### src/rtl/wbm_pkg.sv
package wbm_pkg;

   // True when v is a positive power of two.
   function automatic bit is_pow2(input int v);
      return (v > 0) && ((v & (v - 1)) == 0);
   endfunction

endpackage

### src/rtl/wbm_match.sv
// Address compare across all entries; the locked (head) entry never matches.
module wbm_match #(
   parameter int ENTRIES = 4,
   parameter int BADDR_W = 27,
   localparam int PTR_W  = $clog2(ENTRIES)
) (
   input  logic [ENTRIES-1:0] ent_v,
   input  logic [BADDR_W-1:0] ent_addr [ENTRIES],
   input  logic [PTR_W-1:0]   head,
   input  logic [BADDR_W-1:0] probe,
   output logic [ENTRIES-1:0] hit_vec
);

   for (genvar i = 0; i < ENTRIES; i++) begin : g_cmp
      assign hit_vec[i] = ent_v[i] && (ent_addr[i] == probe) && (head != PTR_W'(i));
   end

endmodule

### src/rtl/wbm_drain.sv
// Fixed-latency drain timer: retires the head entry on the last cycle.
module wbm_drain #(
   parameter int DRAIN_CYCLES = 15,
   localparam int CW          = $clog2(DRAIN_CYCLES)
) (
   input  logic clk,
   input  logic rst_n,
   input  logic active,
   output logic pop
);

   logic [CW-1:0] cnt;

   assign pop = active && (cnt == CW'(DRAIN_CYCLES - 1));

   always_ff @(posedge clk) begin
      if (!rst_n)       cnt <= '0;
      else if (!active) cnt <= '0;
      else if (pop)     cnt <= '0;
      else              cnt <= cnt + CW'(1);
   end

endmodule

### src/rtl/wbm_lane.sv
// Places a store word into its lanes of a block-wide data and mask vector.
module wbm_lane #(
   parameter int BLOCK_BYTES = 32,
   parameter int WORD_BYTES  = 8,
   localparam int WORDS      = BLOCK_BYTES / WORD_BYTES,
   localparam int WIDX_W     = $clog2(WORDS)
) (
   input  logic [WIDX_W-1:0]         word,
   input  logic [WORD_BYTES*8-1:0]   wdata,
   input  logic [WORD_BYTES-1:0]     wmask,
   output logic [BLOCK_BYTES*8-1:0]  blk_data,
   output logic [BLOCK_BYTES-1:0]    blk_mask
);

   for (genvar w = 0; w < WORDS; w++) begin : g_word
      logic sel;
      assign sel = (word == WIDX_W'(w));
      assign blk_mask[w*WORD_BYTES +: WORD_BYTES] = sel ? wmask : '0;
      for (genvar b = 0; b < WORD_BYTES; b++) begin : g_byte
         assign blk_data[(w*WORD_BYTES+b)*8 +: 8] =
            (sel && wmask[b]) ? wdata[b*8 +: 8] : 8'h00;
      end
   end

endmodule

### src/rtl/store_coalesce_buf.sv
module store_coalesce_buf #(
   parameter int ENTRIES      = 4,
   parameter int BLOCK_BYTES  = 32,
   parameter int WORD_BYTES   = 8,
   parameter int BADDR_W      = 27,
   parameter int DRAIN_CYCLES = 15,
   localparam int WORDS       = BLOCK_BYTES / WORD_BYTES,
   localparam int WIDX_W      = $clog2(WORDS),
   localparam int BLK_W       = BLOCK_BYTES * 8
) (
   input  logic                    clk,
   input  logic                    rst_n,
   input  logic                    st_valid,
   output logic                    st_ready,
   input  logic [BADDR_W-1:0]      st_blk_addr,
   input  logic [WIDX_W-1:0]       st_word,
   input  logic [WORD_BYTES*8-1:0] st_data,
   input  logic [WORD_BYTES-1:0]   st_mask,
   input  logic                    rd_req,
   output logic                    rd_grant,
   output logic                    l2_wr_valid,
   output logic [BADDR_W-1:0]      l2_wr_addr,
   output logic [BLK_W-1:0]        l2_wr_data,
   output logic [BLOCK_BYTES-1:0]  l2_wr_mask
);

   localparam int PTR_W = $clog2(ENTRIES);
   localparam int CNT_W = $clog2(ENTRIES + 1);

   // elaboration-time parameter checks
   if (!wbm_pkg::is_pow2(ENTRIES) || ENTRIES < 2) begin : g_bad_entries
      $error("ENTRIES must be a power of two of at least 2");
   end
   if (!wbm_pkg::is_pow2(WORD_BYTES) || (BLOCK_BYTES % WORD_BYTES) != 0 || WORDS < 2) begin : g_bad_geom
      $error("BLOCK_BYTES must hold at least two power-of-two words");
   end
   if (DRAIN_CYCLES < 2) begin : g_bad_drain
      $error("DRAIN_CYCLES must be at least 2");
   end

   logic [ENTRIES-1:0]     ent_v;
   logic [BADDR_W-1:0]     ent_addr [ENTRIES];
   logic [BLK_W-1:0]       ent_data [ENTRIES];
   logic [BLOCK_BYTES-1:0] ent_mask [ENTRIES];
   logic [PTR_W-1:0]       head, tail;
   logic [CNT_W-1:0]       count;
   logic                   rd_used;

   logic [ENTRIES-1:0]     hit_vec;
   logic                   hit, st_fire, do_merge, do_alloc, drain_pop, nonempty;
   logic [BLK_W-1:0]       blk_data;
   logic [BLOCK_BYTES-1:0] blk_mask;

   wbm_match #(.ENTRIES(ENTRIES), .BADDR_W(BADDR_W)) u_match (
      .ent_v(ent_v), .ent_addr(ent_addr), .head(head),
      .probe(st_blk_addr), .hit_vec(hit_vec)
   );

   wbm_lane #(.BLOCK_BYTES(BLOCK_BYTES), .WORD_BYTES(WORD_BYTES)) u_lane (
      .word(st_word), .wdata(st_data), .wmask(st_mask),
      .blk_data(blk_data), .blk_mask(blk_mask)
   );

   assign nonempty = (count != '0);

   wbm_drain #(.DRAIN_CYCLES(DRAIN_CYCLES)) u_drain (
      .clk(clk), .rst_n(rst_n), .active(nonempty), .pop(drain_pop)
   );

   assign hit      = |hit_vec;
   assign st_ready = !rd_req && (hit || (count < CNT_W'(ENTRIES)));
   assign st_fire  = st_valid && st_ready;
   assign do_merge = st_fire && hit;
   assign do_alloc = st_fire && !hit;

   assign l2_wr_valid = nonempty;
   assign l2_wr_addr  = ent_addr[head];
   assign l2_wr_data  = ent_data[head];
   assign l2_wr_mask  = ent_mask[head];

   always_ff @(posedge clk) begin
      if (!rst_n) begin
         ent_v    <= '0;
         head     <= '0;
         tail     <= '0;
         count    <= '0;
         rd_grant <= 1'b0;
         rd_used  <= 1'b0;
         for (int i = 0; i < ENTRIES; i++) begin
            ent_addr[i] <= '0;
            ent_data[i] <= '0;
            ent_mask[i] <= '0;
         end
      end else begin
         for (int i = 0; i < ENTRIES; i++) begin
            if (do_merge && hit_vec[i]) begin
               for (int j = 0; j < BLOCK_BYTES; j++) begin
                  if (blk_mask[j]) ent_data[i][8*j +: 8] <= blk_data[8*j +: 8];
               end
               ent_mask[i] <= ent_mask[i] | blk_mask;
            end
         end
         if (do_alloc) begin
            ent_v[tail]    <= 1'b1;
            ent_addr[tail] <= st_blk_addr;
            ent_data[tail] <= blk_data;
            ent_mask[tail] <= blk_mask;
            tail           <= tail + PTR_W'(1);
         end
         if (drain_pop) begin
            ent_v[head] <= 1'b0;
            head        <= head + PTR_W'(1);
         end
         count    <= count + CNT_W'(do_alloc) - CNT_W'(drain_pop);
         rd_grant <= rd_req && !nonempty && !rd_used;
         rd_used  <= rd_req && (rd_used || !nonempty);
      end
   end

endmodule

### config.mk
export PLATFORM = sky130hd
export DESIGN_NAME = store_coalesce_buf
export DESIGN_NICKNAME = d
export VERILOG_FILES = /design/src/rtl/wbm_pkg.sv /design/src/rtl/wbm_match.sv /design/src/rtl/wbm_drain.sv /design/src/rtl/wbm_lane.sv /design/src/rtl/store_coalesce_buf.sv
export SDC_FILE = /design/constraint.sdc
export NUM_CORES = 2
export LEC_CHECK = 0
export CORE_MARGIN = 8
export CORE_UTILIZATION = 40
export CTS_CLUSTER_DIAMETER = 100
export DETAILED_ROUTE_END_ITERATION = 8
export PLACE_DENSITY = 0.68
export SYNTH_ARGS = -nofsm -noshare
export SYNTH_HDL_FRONTEND = slang
export SYNTH_SLANG_ARGS = --single-unit
### constraint.sdc
create_clock -name clk -period 6 [get_ports clk]
set_clock_uncertainty 0.2 [all_clocks]
set_input_delay 1.2 -clock clk [delete_from_list [all_inputs] [get_ports clk]]
set_output_delay 1.2 -clock clk [all_outputs]
set_load 0.03 [all_outputs]
### Yosys cells after proc, flatten, opt, wreduce, memory -nomap -nowiden

Memories as Yosys holds them, arrays and structs flattened. A register that Yosys moved wholly into a read port is not among the register bits.
Cells that the tools add are included.
Widths: inputs -> output; s select.

| word-level totals | value |
|---|---|
| register bits | 125 |
| memory bits (writable) | 1152 |
| bits of input ports | 105 |
| output and inout port bits | 318 |
| word-level logic and storage cells | 871 |
| memories kept | 2 |

| operators by class | value |
|---|---|
| $add $sub $neg | 5 |
| magnitude comparators | 8 |
| equal/unequal tests | 11 |
| multiplexer cells | 623 |
| bitwise operators | 143 |
| reductions and logical operators | 68 |

Memories:

| name | words | bits a word | rd ports | clocked after Yosys merged registers in | write ports | RTL line | text |
|---|---|---|---|---|---|---|---|
| ent_data | 4 | 256 | 1 | 1 | 4 | store_coalesce_buf.sv:43 | `logic [BLK_W-1:0] ent_data [ENTRIES];` |
| ent_mask | 4 | 32 | 5 | 1 | 4 | store_coalesce_buf.sv:44 | `logic [BLOCK_BYTES-1:0] ent_mask [ENTRIES];` |

Operator list:

| cell | count |
|---|---|
| $mux 8 | 164 |
| $mux 1 | 435 |
| $mux 256 | 1 |
| $reduce_or 256->1 | 1 |
| $mux 32 | 6 |
| $or 1x1->1 | 132 |
| $or 32x32->32 | 4 |
| $bwmux 108 | 1 |
| $eq 27x27->1 | 4 |
| $mux 27 | 3 |
| $logic_and 1x1->1 | 55 |
| $bmux 27 s2 | 1 |
| $demux 27 s2 | 1 |
| $reduce_or 32->1 | 1 |
| $mux 2 | 6 |
| $mux 4 | 3 |
| $ge 3x3->1 const B | 2 |
| $lt 2x3->1 const B | 2 |
| $not 2->3 | 2 |
| $add 2x1->2 const B | 2 |
| $add 4x1->4 const B | 1 |
| $and 4x4->4 | 1 |
| $demux 1 s2 | 2 |
| $eq 2x2->1 const B | 2 |
| 19 further kinds | 26 |

### Longest topological paths before layout

| logic depth | value |
|---|---|
| word-level depth | 14 |
| mapped depth | 21 |
| gate-level depth less buffers | 17 |

### By module

From an unflattened synthesis, not the netlist that was laid out.

| unflattened totals | value |
|---|---|
| cell total of the unflattened synthesis | 4797 |
| area total of the unflattened synthesis | 63627.3 µm² |

Modules (own cells, without submodules):

| module | instances | cells each | area an instance (µm²) | sequential area each (µm²) |
|---|---|---|---|---|
| store_coalesce_buf | 1 | 4254 | 58857.7 | 37055.5 |
| wbm_lane | 1 | 376 | 3385.7 | 0.0 |
| wbm_match | 1 | 149 | 1207.4 | 0.0 |
| wbm_drain | 1 | 18 | 176.4 | 80.1 |

### Worst setup path after synthesis

No wires, ideal clock.

| timing path | value |
|---|---|
| path kind | input to output |
| start point | input st_blk_addr[3] |
| end point | output st_ready |
| data arrival time | 3.488 ns |
| required time | 4.600 ns |
| slack | 1.112 ns |
| stages | 9 |
| path buffers | 3 |
| cell sequence | buf_2 xor2_1 nor4_1 nand4_1 or4_1 and3_1 buf_2 buf_1 a31oi_1 |

| between the ends | value |
|---|---|
| word-level cells in the longest chain between the ends | 6 |
| elaborated cells between the ends (all ways) | 15 |
| classes of those cells | eq/ne: 4; reduce/logical: 11 |

Ends and longest elaborated chain:

| what | RTL line | text |
|---|---|---|
| start: declaration | store_coalesce_buf.sv:15 | `input logic [BADDR_W-1:0] st_blk_addr,` |
| $eq 27x27->1 | wbm_match.sv:15 | `assign hit_vec[i] = ent_v[i] && (ent_addr[i] == probe) && (head != PTR_W'(i));` |
| $logic_and 1x1->1 (2 in series) | wbm_match.sv:15 |  |
| $reduce_or 4->1 (*) | store_coalesce_buf.sv:70 | `assign hit = \|hit_vec;` |
| $logic_or 1x1->1 (*) | store_coalesce_buf.sv:71 | `assign st_ready = !rd_req && (hit \|\| (count < CNT_W'(ENTRIES)));` |
| $logic_and 1x1->1 (*) | store_coalesce_buf.sv:71 |  |
| end: declaration | store_coalesce_buf.sv:14 | `output logic st_ready,` |

Mark *: on every way between the ends. The rest lies on a longest branch, timed or not.

### Final worst setup path

| timing path | value |
|---|---|
| start point | input st_blk_addr[11] |
| end point | output st_ready |

The elaborated chain is that of the path after synthesis.

==> summary.md <==
| Metric | Value |
|---|---|
| Crit-path max cell delay | 690 ps |
| Routability congestion estimate | 0.9492 |
| Root Buffer | clkbuf_16 |
| TritonCTS buffer count | 138 |
| Worst min-delay path category | flip-flop to flip-flop |
| Count leader, synth | edfxtp_1 |
| Post-route ant nets | 0 |
| Final Hold Viols | 0 |
| Post_cts resized | 0 |
| Mapped Area | 56500 sq um |
| Fmax | 184.0 MHz |
| Crit Path Category | primary input to primary output |
| Total core area | 140900 sq um |
| Clock latency on the worst-skew pair | 780 ps |
| Layout cells sized above 1 | 16.68% |
| Sequential fraction of the synthesis area | 65.72% |
| Top post-synthesis cells by area | edfxtp_1 (61%), mux4_2 (13%), nor2_1 (7.1%), dfxtp_1 (4.5%), o21ai_0 (2.2%) |
| Detail Placement HPWL | 120200 microns |
| # setup viols final | 0 |
| Drt pass-1 iters | 6 |
| Clock Sinks | 1279 |
| Leak | 21.96 nW |
| Largest net degree at the start of global routing | 104 |
| Non-Filler Cell Area, Final | 67840 sq um |
| Area after DPL | 63520 sq um |
| Synth Register Bits | 1279 |
| Vias post-DR | 37.57k |
| CP required | 4600 ps |
| VDD IR max | 0.0002446 V |
| Detailed Route WL | 179800 microns |
| Starting Density | 40.10% |
| CP Buf/Inv Count | 2 |
| Crit. End Element | primary output |
| Period utilization | 90.57% |
| # IOs | 423 |
| Hold Path Origin | rd_used |
| Slew HR | 29.71% |
| Worst-margin pin slew | 1052 ps |
| Commonest cells in the netlist | edfxtp_1 (1152), nor2_1 (1072), mux4_2 (315) |
| Die footprint | 153500 sq um |
| CP Cell Sequence | clkdlybuf4s50_1 > xor2_1 > nor4_1 > nand4_1 > or4_1 > and3_1 > a31oi_1 > buf_12 |
| Hold-fix buffers, CTS | 0 |
| Quantity of I/O buffers inserted on ports | 422 |
| Cell Rows | 138 |
| H-tree lvl count | 4 |
| Arr. time, crit path | 4030 ps |
| Grt ovf | 0 |
| Number of flops mapped to enable cells by yosys | 1152 |
| Final net count | 4683 |
| Status | completed |
| Syn_area_per_cell | 13.73 sq um |
| Die Wd | 391.8 microns |
| Synthesis-to-finish area growth | 20.07% |
| Drt wl/cell | 27.37 microns |
| Ys async rst share | 0% |
| FF-to-FF Start | head[1] |
| Flop-to-flop setup slack | 1160 ps |
| Yosys top cell area share | 61.23% |
| Max FO, Critical Path | 8 |
| Drt drc | 0 |
| CTS tree | built |
| Max-cap viol count | 0 |
| Vias/cell | 5.718 |
| Syn_nets | 4232 |
| Hold worst-path end | rd_used |
| Post-layout minimum cycle time | 5434 ps |
| Total GRT Usage | 22.77% |
| Die H | 391.8 microns |
| Gate count of the mapped netlist | 4114 |
| 1st-iter DRT viols | 4352 |
| Area leader, netlist | edfxtp_1 |
| Slew Limit Fails | 0 |
| RSZ-0062 raised after global routing | no |
| Final TNS setup | 0 ps |
| Reg clk slew, reported paths | 60 ps |
| Postcts setup bufs | 0 |
| Slowest CP cell | clkdlybuf4s50_1 |
| Reg2reg end | ent_data[2][219] |
| Clk buf depth | 3 |
| R2R depth | 11 |
| PD cells | 297.8 nW/um^2 |
| Predominant post-synthesis flop cell | edfxtp_1 |
| Initial antenna violation count | 18 |
| Cell variety after synth | 48 |
| Critical path's top delay family | simple AND/OR/NAND/NOR gates |
| Vias in the first global route | 37.58k |
| First-pass GRT wire length | 257100 microns |
| Hold depth | 2 |
| CP startpoint kind | primary input |
| Synth Warn # | 0 |
| Critical path origin | st_blk_addr[11] |
metrics by stage:
stage | std cells | total power [mW] | setup WS (ps) | utilization, % | hold WS [ps]
floorplan | 4114 | 11.25 | 1112 | - | 199.4
global placement | 6315 | 12.18 | 513.2 | 45.09 | 248.4
detailed placement | 6315 | 12.21 | 473.3 | 45.09 | 270.3
CTS | 6561 | 20.30 | 670.7 | 48.13 | 284.6
global route | 6562 | 20.74 | 483.4 | 48.13 | 317.9
finish | 6571 | 20.21 | 565.8 | 48.15 | 280.1
cell usage in the layout (no fill, tap or decap), types with 5 or more instances in the layout:
cell,count
diode_2,10
mux4_2,315
o21ai_0,250
buf_12,30
clkbuf_16,143
clkdlybuf4s50_1,421
a21oi_1,134
nor4_1,19
a311oi_1,8
nand4_1,23
nand2_1,299
ha_1,12
clkinv_2,13
clkbuf_1,36
o31ai_1,5
buf_4,205
a22o_1,81
xnor2_1,71
and3_1,9
nor2_1,1067
clkinv_1,34
xor2_1,42
dfxtp_1,124
and2_1,31
nand3_1,32
a311oi_2,20
nand2_2,6
inv_1,9
edfxtp_1,1152
worst max-delay path by stage:
stage,end,slack (ps),cells after the start
after floorplan,st_ready,1110,9
after global placement,ent_data[2][217],510,10
after detailed placement,ent_data[2][216],470,10
after CTS,st_ready,670,8
after global routing,st_ready,480,8
final,st_ready,570,8
layout make-up:
class	instances	area [sq um]
Clock buffer	183	3762
Tap cell	1890	2365
Timing Repair Buffer	656	6354
Clock inverter	63	529.3
Antenna cell	10	25.02
Sequential cell	1279	37140
Inverter	11	41.29
Fill cell	12190	73050
Multi-Input combinational cell	2479	17620
per-layer routing:
metal	wire length [microns]	vias to the layer above	GRT usage, %
li1	-	16070	-
met1	66090	18970	29.14
met2	82310	2188	35.14
met3	24050	334	8.789
met4	7161	14	8.584
met5	229	-	0.6894
power breakdown:
group / switching [mW] / total, mW / leakage (nW) / internal, mW
logic: 1.21 / 1.85 / 6.86 / 0.641
clock network: 3.56 / 8.17 / 2.09 / 4.61
registers: 0.121 / 10.2 / 13.0 / 10.1
total: 4.89 / 20.2 / 22.0 / 15.3
flip-flops by register name, indices dropped and copies added, names as in the netlist, named ones only:
name         cells
rd_used          1
ent_addr       108
ent_v            4
tail             2
u_drain.cnt      4
count            3
ent_data      1024
ent_mask       128
rd_grant         1
head             2
logic make-up (layout without fill, tap and decap cells):
group / Yosys count / in the layout / share of synthesized area [%]
and+or+nand+nor: 1522 / 1522 / 10.73
DFF: 1279 / 1279 / 65.72
AOI/OAI and AO/OA: 515 / 515 / 5.609
buffers and inverters: 356 / 913 / 3.306
muxes: 316 / 316 / 12.57
xor gates and xnor gates: 113 / 113 / 1.752
adders and majority gates: 13 / 13 / 0.3012
other: 0 / 10 / 0
worst min-delay path: stages (launching register included):
cell and delay (ps):
dfxtp_1 330, nor2_1 50, nor2_1 70
Note: power is estimated with default switching activity, not from simulation.
